==> src/rtl/vid_irq_pkg.sv <==
package vid_irq_pkg;

  // Number of event sources feeding the shared line.
  localparam int unsigned NUM_SRC = 2;

  // Index of each source inside the status and enable vectors.
  typedef enum int unsigned {
    SRC_MODE = 0,
    SRC_LOCK = 1
  } irq_src_e;

endpackage

==> src/rtl/irq_rst_sync.sv <==
module irq_rst_sync #(
  parameter int unsigned STAGES = 2
) (
  input  logic clk,
  input  logic rst_n_i,
  output logic rst_n_o
);

  logic [STAGES-1:0] chain_q;
  logic [STAGES-1:0] chain_d;

  always_comb begin
    chain_d = {chain_q[STAGES-2:0], 1'b1};
  end

  always_ff @(posedge clk or negedge rst_n_i) begin
    if (!rst_n_i) begin
      chain_q <= '0;
    end else begin
      chain_q <= chain_d;
    end
  end

  assign rst_n_o = chain_q[STAGES-1];

endmodule

==> src/rtl/irq_edge_capture.sv <==
module irq_edge_capture #(
  parameter int unsigned WIDTH = 2
) (
  input  logic             clk,
  input  logic             rst_n,
  input  logic [WIDTH-1:0] level_i,
  output logic [WIDTH-1:0] rise_o
);

  logic [WIDTH-1:0] prev_q;

  for (genvar i = 0; i < WIDTH; i++) begin : g_bit
    assign rise_o[i] = level_i[i] & ~prev_q[i];

    // A level held high yields one event only.
    AST_ONE_SHOT: assert property (@(posedge clk) disable iff (!rst_n)
      rise_o[i] |=> !rise_o[i]);
  end

  always_ff @(posedge clk or negedge rst_n) begin
    if (!rst_n) begin
      prev_q <= '0;
    end else begin
      prev_q <= level_i;
    end
  end

endmodule

==> src/rtl/irq_sticky_bank.sv <==
module irq_sticky_bank #(
  parameter int unsigned WIDTH = 2
) (
  input  logic             clk,
  input  logic             rst_n,
  input  logic [WIDTH-1:0] set_i,
  input  logic [WIDTH-1:0] clr_i,
  output logic [WIDTH-1:0] status_o
);

  logic [WIDTH-1:0] status_q;
  logic [WIDTH-1:0] status_d;
  logic [WIDTH-1:0] upd_en;

  // Next state: an event beats a clear.
  always_comb begin
    upd_en   = set_i | clr_i;
    status_d = set_i | (status_q & ~clr_i);
  end

  for (genvar i = 0; i < WIDTH; i++) begin : g_cell
    always_ff @(posedge clk or negedge rst_n) begin
      if (!rst_n) begin
        status_q[i] <= 1'b0;
      end else if (upd_en[i]) begin
        status_q[i] <= status_d[i];
      end
    end

    AST_SET_WINS: assert property (@(posedge clk) disable iff (!rst_n)
      set_i[i] |=> status_q[i]);
    AST_CLR_TAKES: assert property (@(posedge clk) disable iff (!rst_n)
      (clr_i[i] && !set_i[i]) |=> !status_q[i]);
    AST_STICKY: assert property (@(posedge clk) disable iff (!rst_n)
      (status_q[i] && !clr_i[i]) |=> status_q[i]);
    AST_NO_SPURIOUS: assert property (@(posedge clk) disable iff (!rst_n)
      (!status_q[i] && !set_i[i]) |=> !status_q[i]);
  end

  assign status_o = status_q;

endmodule

==> src/rtl/irq_csr.sv <==
module irq_csr #(
  parameter int unsigned ADDR_W    = 2,
  parameter int unsigned DATA_W    = 32,
  parameter int unsigned NSRC      = 2,
  parameter int unsigned FIELD_LSB = 1,
  parameter int unsigned CTRL_ADDR = 0,
  parameter int unsigned STAT_ADDR = 1
) (
  input  logic              clk,
  input  logic              rst_n,
  input  logic              wr_i,
  input  logic [ADDR_W-1:0] waddr_i,
  input  logic [DATA_W-1:0] wdata_i,
  input  logic [ADDR_W-1:0] raddr_i,
  input  logic [NSRC-1:0]   status_i,
  output logic [NSRC-1:0]   enable_o,
  output logic [NSRC-1:0]   clr_o,
  output logic [DATA_W-1:0] rdata_o
);

  localparam int unsigned FIELD_MSB = FIELD_LSB + NSRC - 1;
  localparam logic [ADDR_W-1:0] CTRL_A = ADDR_W'(CTRL_ADDR);
  localparam logic [ADDR_W-1:0] STAT_A = ADDR_W'(STAT_ADDR);

  logic            ctrl_wr;
  logic            stat_wr;
  logic [NSRC-1:0] enable_q;
  logic [NSRC-1:0] enable_d;

  always_comb begin
    ctrl_wr  = wr_i && (waddr_i == CTRL_A);
    stat_wr  = wr_i && (waddr_i == STAT_A);
    enable_d = wdata_i[FIELD_MSB:FIELD_LSB];
    clr_o    = stat_wr ? wdata_i[FIELD_MSB:FIELD_LSB] : '0;
  end

  always_ff @(posedge clk or negedge rst_n) begin
    if (!rst_n) begin
      enable_q <= '0;
    end else if (ctrl_wr) begin
      enable_q <= enable_d;
    end
  end

  always_comb begin
    rdata_o = '0;
    if (raddr_i == CTRL_A) begin
      rdata_o[FIELD_MSB:FIELD_LSB] = enable_q;
    end else if (raddr_i == STAT_A) begin
      rdata_o[FIELD_MSB:FIELD_LSB] = status_i;
    end
  end

  assign enable_o = enable_q;

  AST_EN_HOLD: assert property (@(posedge clk) disable iff (!rst_n)
    !ctrl_wr |=> $stable(enable_q));
  AST_EN_LOAD: assert property (@(posedge clk) disable iff (!rst_n)
    ctrl_wr |=> (enable_q == $past(wdata_i[FIELD_MSB:FIELD_LSB])));

endmodule

==> src/rtl/vid_irq_combiner.sv <==
module vid_irq_combiner
  import vid_irq_pkg::*;
#(
  parameter int unsigned ADDR_W      = 2,
  parameter int unsigned DATA_W      = 32,
  parameter int unsigned FIELD_LSB   = 1,
  parameter int unsigned CTRL_ADDR   = 0,
  parameter int unsigned STAT_ADDR   = 1,
  parameter int unsigned SYNC_STAGES = 2
) (
  input  logic              clk,
  input  logic              rst_n,
  input  logic              mode_update_i,
  input  logic              sof_locked_i,
  input  logic              reg_wr_i,
  input  logic [ADDR_W-1:0] reg_waddr_i,
  input  logic [DATA_W-1:0] reg_wdata_i,
  input  logic [ADDR_W-1:0] reg_raddr_i,
  output logic [DATA_W-1:0] reg_rdata_o,
  output logic              irq_o
);

  logic                rst_sync_n;
  logic [NUM_SRC-1:0]  src_level;
  logic [NUM_SRC-1:0]  src_rise;
  logic [NUM_SRC-1:0]  src_clr;
  logic [NUM_SRC-1:0]  src_status;
  logic [NUM_SRC-1:0]  src_enable;
  logic                ctrl_write;

  always_comb begin
    src_level           = '0;
    src_level[SRC_MODE] = mode_update_i;
    src_level[SRC_LOCK] = sof_locked_i;
    ctrl_write          = reg_wr_i && (reg_waddr_i == ADDR_W'(CTRL_ADDR));
  end

  irq_rst_sync #(
    .STAGES (SYNC_STAGES)
  ) u_rst_sync (
    .clk     (clk),
    .rst_n_i (rst_n),
    .rst_n_o (rst_sync_n)
  );

  irq_edge_capture #(
    .WIDTH (NUM_SRC)
  ) u_edge (
    .clk     (clk),
    .rst_n   (rst_sync_n),
    .level_i (src_level),
    .rise_o  (src_rise)
  );

  irq_sticky_bank #(
    .WIDTH (NUM_SRC)
  ) u_status (
    .clk      (clk),
    .rst_n    (rst_sync_n),
    .set_i    (src_rise),
    .clr_i    (src_clr),
    .status_o (src_status)
  );

  irq_csr #(
    .ADDR_W    (ADDR_W),
    .DATA_W    (DATA_W),
    .NSRC      (NUM_SRC),
    .FIELD_LSB (FIELD_LSB),
    .CTRL_ADDR (CTRL_ADDR),
    .STAT_ADDR (STAT_ADDR)
  ) u_csr (
    .clk      (clk),
    .rst_n    (rst_sync_n),
    .wr_i     (reg_wr_i),
    .waddr_i  (reg_waddr_i),
    .wdata_i  (reg_wdata_i),
    .raddr_i  (reg_raddr_i),
    .status_i (src_status),
    .enable_o (src_enable),
    .clr_o    (src_clr),
    .rdata_o  (reg_rdata_o)
  );

  assign irq_o = |(src_status & src_enable);

  // The line can only rise after an event edge or a control write.
  AST_IRQ_CAUSE: assert property (@(posedge clk) disable iff (!rst_sync_n)
    $rose(irq_o) |-> $past((|src_rise) || ctrl_write));
  // The line can only fall after a clearing write or a control write.
  AST_IRQ_DROP: assert property (@(posedge clk) disable iff (!rst_sync_n)
    $fell(irq_o) |-> $past(reg_wr_i));

endmodule

==> config.mk <==
export PLATFORM = sky130hd
export DESIGN_NAME = vid_irq_combiner
export DESIGN_NICKNAME = d
export VERILOG_FILES = /design/src/rtl/vid_irq_pkg.sv /design/src/rtl/irq_rst_sync.sv /design/src/rtl/irq_edge_capture.sv /design/src/rtl/irq_sticky_bank.sv /design/src/rtl/irq_csr.sv /design/src/rtl/vid_irq_combiner.sv
export SDC_FILE = /design/constraint.sdc
export NUM_CORES = 1
export LEC_CHECK = 0
export BUFFER_PORTS_ARGS = -buffer_cell sky130_fd_sc_hd__buf_2
export CELL_PAD_IN_SITES_DETAIL_PLACEMENT = 1
export CELL_PAD_IN_SITES_GLOBAL_PLACEMENT = 2
export CORE_MARGIN = 2
export CORE_UTILIZATION = 12
export DETAILED_ROUTE_END_ITERATION = 8
export HOLD_SLACK_MARGIN = 0.08
export PLACE_DENSITY_LB_ADDON = 0.1
export SLEW_MARGIN = 5
export SYNTH_ARGS = -nofsm -noshare
export SYNTH_HDL_FRONTEND = slang
export SYNTH_SLANG_ARGS = --single-unit
==> constraint.sdc <==
create_clock -name clk -period 0.8 [get_ports clk]
set_input_delay 0.04 -clock clk [delete_from_list [all_inputs] [get_ports clk]]
set_output_delay 0.04 -clock clk [all_outputs]
set_load 0.005 [all_outputs]
==> tab_implementation.tex <==
\begin{tabular}{lr}
\hline
Metric & Value \\
\hline
\multicolumn{2}{l}{\textbf{Drt}} \\
\quad DRC viols & 0 \\
\quad Initial DRC Count & 1 \\
\quad Number of detailed-route iterations in the first pass & 2 \\
\quad Total routed wirelength & 927 um \\
\quad Routed via count & 352 \\
\quad Ratio of routed vias to standard cells & 2.67 \\
\quad Average wire per standard cell & 7.02 um \\
\quad Detail Route Antenna Nets & 0 \\
\multicolumn{2}{l}{\textbf{Die}} \\
\quad Die span in x & 71.5 um \\
\quad Number of ports placed on the die boundary & 74 \\
\quad Core outline area & 4380 um2 \\
\quad Starting density of the core & 12.5\% \\
\quad Row count & 24 \\
\quad Vertical die dimension & 71.5 um \\
\quad DIE AREA & 5110 um2 \\
\multicolumn{2}{l}{\textbf{Run}} \\
\quad MaxCap Viol Count & 0 \\
\multicolumn{2}{l}{\textbf{Power and ir drop}} \\
\quad Part of the total power dissipated in combinational logic & 21.2\% \\
\quad Clock group share of total power & 39.1\% \\
\quad Leakage power & 0.373 nW \\
\quad Switching power total & 0.284 mW \\
\quad Sequential power share & 39.6\% \\
\quad P\_int & 0.926 mW \\
\quad Post-route total power & 1.21 mW \\
\quad IR drop worst, VDD & 0.000439 V \\
\quad Switching share of total power & 23.5\% \\
\quad Power Dens Cells & 1720 nW/um2 \\
\multicolumn{2}{l}{\textbf{Clocking}} \\
\quad Maximum clock insertion buffer count & 2 \\
\quad Worst skew pair latency & 0.22 ns \\
\quad Number of clock sinks & 8 \\
\quad Library cell used as clock root buffer & sky130\_fd\_sc\_hd\_\_clkbuf\_8 \\
\quad Post-cts hold buffer count & 3 \\
\quad Num CTS Buffers & 3 \\
\quad Clock tree from TritonCTS & done \\
\quad Clk slew on worst S/H paths & 0.04 ns \\
\quad Maximum level of the CTS H-tree & 1 \\
\multicolumn{2}{l}{\textbf{Run status}} \\
\quad Status & finished, violations left \\
\quad Violated checks & setup timing \\
\multicolumn{2}{l}{\textbf{GRT}} \\
\quad Largest net degree at the start of global routing & 7 \\
\quad Antenna violations before repair & 0 \\
\quad Wire length of the first global-routing pass & 1.35 mm \\
\quad GRT overflow & 0 \\
\quad Global routing usage summed across all routing layers & 3.62\% \\
\quad Via count of the first global-routing pass & 315 \\
\multicolumn{2}{l}{\textbf{STA}} \\
\quad Fmax & 1.01 GHz \\
\quad Setup repair after global routing missed its margin & true \\
\quad Total count of hold-check failures in the final report & 0 \\
\quad Tmin final & 0.995 ns \\
\quad Worst Clk Skew & 0.000300 ns \\
\quad Share of the cycle needed by the critical path after routing & 124\% \\
\quad Max-slew violations & 0 \\
\quad Final TNS setup & -0.818 ns \\
\quad Worst hold slack & 0.0716 ns \\
\quad Final setup vio count & 5 \\
\quad Final setup slack of the worst path & -0.195 ns \\
\multicolumn{2}{l}{\textbf{Setup path}} \\
\quad Worst reg2reg endpoint & u\_csr.enable\_o[0]\$\_DFFE\_PN0P\_ \\
\quad Type of the worst setup path & flip-flop to flip-flop \\
\quad Startpoint class of the critical path & flip-flop \\
\quad FF-to-FF path depth & 3 \\
\quad Critical path capture point type & flip-flop \\
\quad CP Data Arrival Time & 1.10 ns \\
\quad Worst setup slack for register-to-register paths & -0.19 ns \\
\quad Reg2Reg Launch Point & u\_csr.enable\_o[0]\$\_DFFE\_PN0P\_ \\
\quad Max Fanout on Critical Path & 3 \\
\quad Endpoint required time on the critical path & 0.91 ns \\
\multicolumn{2}{l}{\textbf{Place}} \\
\quad Routability Congestion & 0.660 \\
\quad HPWL after detailed placement & 821 um \\
\quad Buffers added on ports & 13 \\
\quad Post-detailed-placement cell area & 583 um2 \\
\multicolumn{2}{l}{\textbf{Yosys}} \\
\quad Flip-flop and latch count after synthesis & 8 \\
\quad Syn Area/Cell & 10.1 um2 \\
\quad Gate count of the mapped netlist & 54 \\
\quad Syn. warnings & 0 \\
\quad Post-synthesis cell type count & 10 \\
\quad Register area share after synthesis & 36.6\% \\
\quad Area of the mapped netlist & 547 um2 \\
\multicolumn{2}{l}{\textbf{Final layout}} \\
\quad End-of-flow core utilization & 16.0\% \\
\quad Area growth from synthesis to final layout & 28.6\% \\
\quad Design Area, Final & 703 um2 \\
\quad NumNets Final & 123 \\
\quad Fraction of layout instances using a drive strength above 1 & 33.8\% \\
\quad ANT cells & 0 \\
\multicolumn{2}{l}{\textbf{Worst hold path}} \\
\quad Hold path startpoint & reg\_wdata\_i[1] \\
\quad Depth of the worst hold-timing path & 2 \\
\quad Path category of the worst min-delay check & input pin to flip-flop \\
\quad Endpoint with the worst hold slack & u\_csr.enable\_o[0]\$\_DFFE\_PN0P\_ \\
\hline
\end{tabular}
through the flow:
step	setup slack, ns	cells
floorplan	0.0674	83
finish	-0.195	132
detailed placement	-0.0680	121
global route	-0.254	132
global placement	-0.0661	121
CTS	-0.212	131
worst max-delay path: stages, from the launching register on:
cell and delay (ns):
sky130_fd_sc_hd__dfrtp_1 0.39, sky130_fd_sc_hd__buf_4 0.14, sky130_fd_sc_hd__buf_6 0.10, sky130_fd_sc_hd__mux2_2 0.24
layer usage:
layer	vias to the layer above	routed length, um	GRT usage [%]
met5	-	0	0
met4	0	0	1.89
met3	0	134	2.81
met2	26	459	5.35
met1	161	333	3.69
li1	165	-	-
cells by family after synthesis:
logic type             Yosys count  share of synthesized area [%]
buffers and inverters           32                           42.6
DFF                              8                           36.6
and+or+nand+nor                  5                           6.87
muxes                            4                           7.78
AOI/OAI and AO/OA                3                           4.81
other                            2                           1.37
cells in the final DEF (no fill, tap or decap):
master	Yosys	routed
sky130_fd_sc_hd__dlygate4sd3_1	0	3
sky130_fd_sc_hd__buf_2	0	13
sky130_fd_sc_hd__buf_4	30	5
sky130_fd_sc_hd__conb_1	2	31
sky130_fd_sc_hd__a22o_1	3	3
sky130_fd_sc_hd__nor3b_2	1	1
sky130_fd_sc_hd__nand4b_1	2	2
sky130_fd_sc_hd__mux2i_1	2	2
sky130_fd_sc_hd__mux2_2	2	2
sky130_fd_sc_hd__dfrtp_1	8	8
sky130_fd_sc_hd__clkbuf_8	0	3
sky130_fd_sc_hd__nor2_1	2	2
sky130_fd_sc_hd__inv_1	2	2
sky130_fd_sc_hd__buf_6	0	3
power groups by stage:
stage          registers (mW)  logic [mW]  clock network [mW]
6_report                0.480       0.257               0.473
5_1_grt                 0.486       0.289               0.538
4_1_cts                 0.478       0.229               0.504
3_5_place_dp            0.487       0.174                   0
3_3_place_gp            0.489       0.174                   0
2_1_floorplan           0.473       0.204                   0
how the worst max path moves through the flow:
| stage | start | endpoint | slack, ns | cells after the start |
|---|---|---|---|---|
| floorplan | u_csr.enable_o[0]$_DFFE_PN0P_ | u_csr.enable_o[0]$_DFFE_PN0P_ | 0.07 | 1 |
| global placement | reg_waddr_i[0] | u_csr.enable_o[1]$_DFFE_PN0P_ | -0.07 | 3 |
| detailed placement | reg_waddr_i[0] | u_csr.enable_o[1]$_DFFE_PN0P_ | -0.07 | 3 |
| CTS | u_status.status_o[0]$_DFFE_PN0P_ | irq_o | -0.21 | 2 |
| global route | u_csr.enable_o[0]$_DFFE_PN0P_ | reg_rdata_o[1] | -0.25 | 3 |
| finish | u_csr.enable_o[0]$_DFFE_PN0P_ | u_csr.enable_o[0]$_DFFE_PN0P_ | -0.19 | 3 |
sequential cells by signal, summed over array words and instances, names as in the netlist:
| signal | count |
|---|---|
| u_rst_sync.chain_q | 2 |
| u_edge.prev_q | 2 |
| u_csr.enable_o | 2 |
| u_status.status_o | 2 |
cell usage after synthesis:
master,count,area share (%)
sky130_fd_sc_hd__inv_1,2,1.4
sky130_fd_sc_hd__buf_4,30,41
sky130_fd_sc_hd__dfrtp_1,8,37
sky130_fd_sc_hd__conb_1,2,1.4
sky130_fd_sc_hd__mux2i_1,2,3.7
sky130_fd_sc_hd__a22o_1,3,4.8
sky130_fd_sc_hd__nor2_1,2,1.4
sky130_fd_sc_hd__nand4b_1,2,3.2
sky130_fd_sc_hd__mux2_2,2,4.1
sky130_fd_sc_hd__nor3b_2,1,2.3
cell type report:
type / count / area (um2)
fill: 539 / 3680
multi-input combinational: 43 / 223
sequential: 8 / 200
timing repair buffer: 24 / 166
tap: 52 / 65.1
clock buffer: 3 / 41.3
inverter: 2 / 7.51
timing repair:
item,4_1_cts,5_1_grt
pin swaps,2,1
gates resized for setup,0,3
endpoints found under the hold margin,8,2
buffers inserted,4,2
endpoints found under the setup margin,3,7
Note: power is estimated with default switching activity, not from simulation.
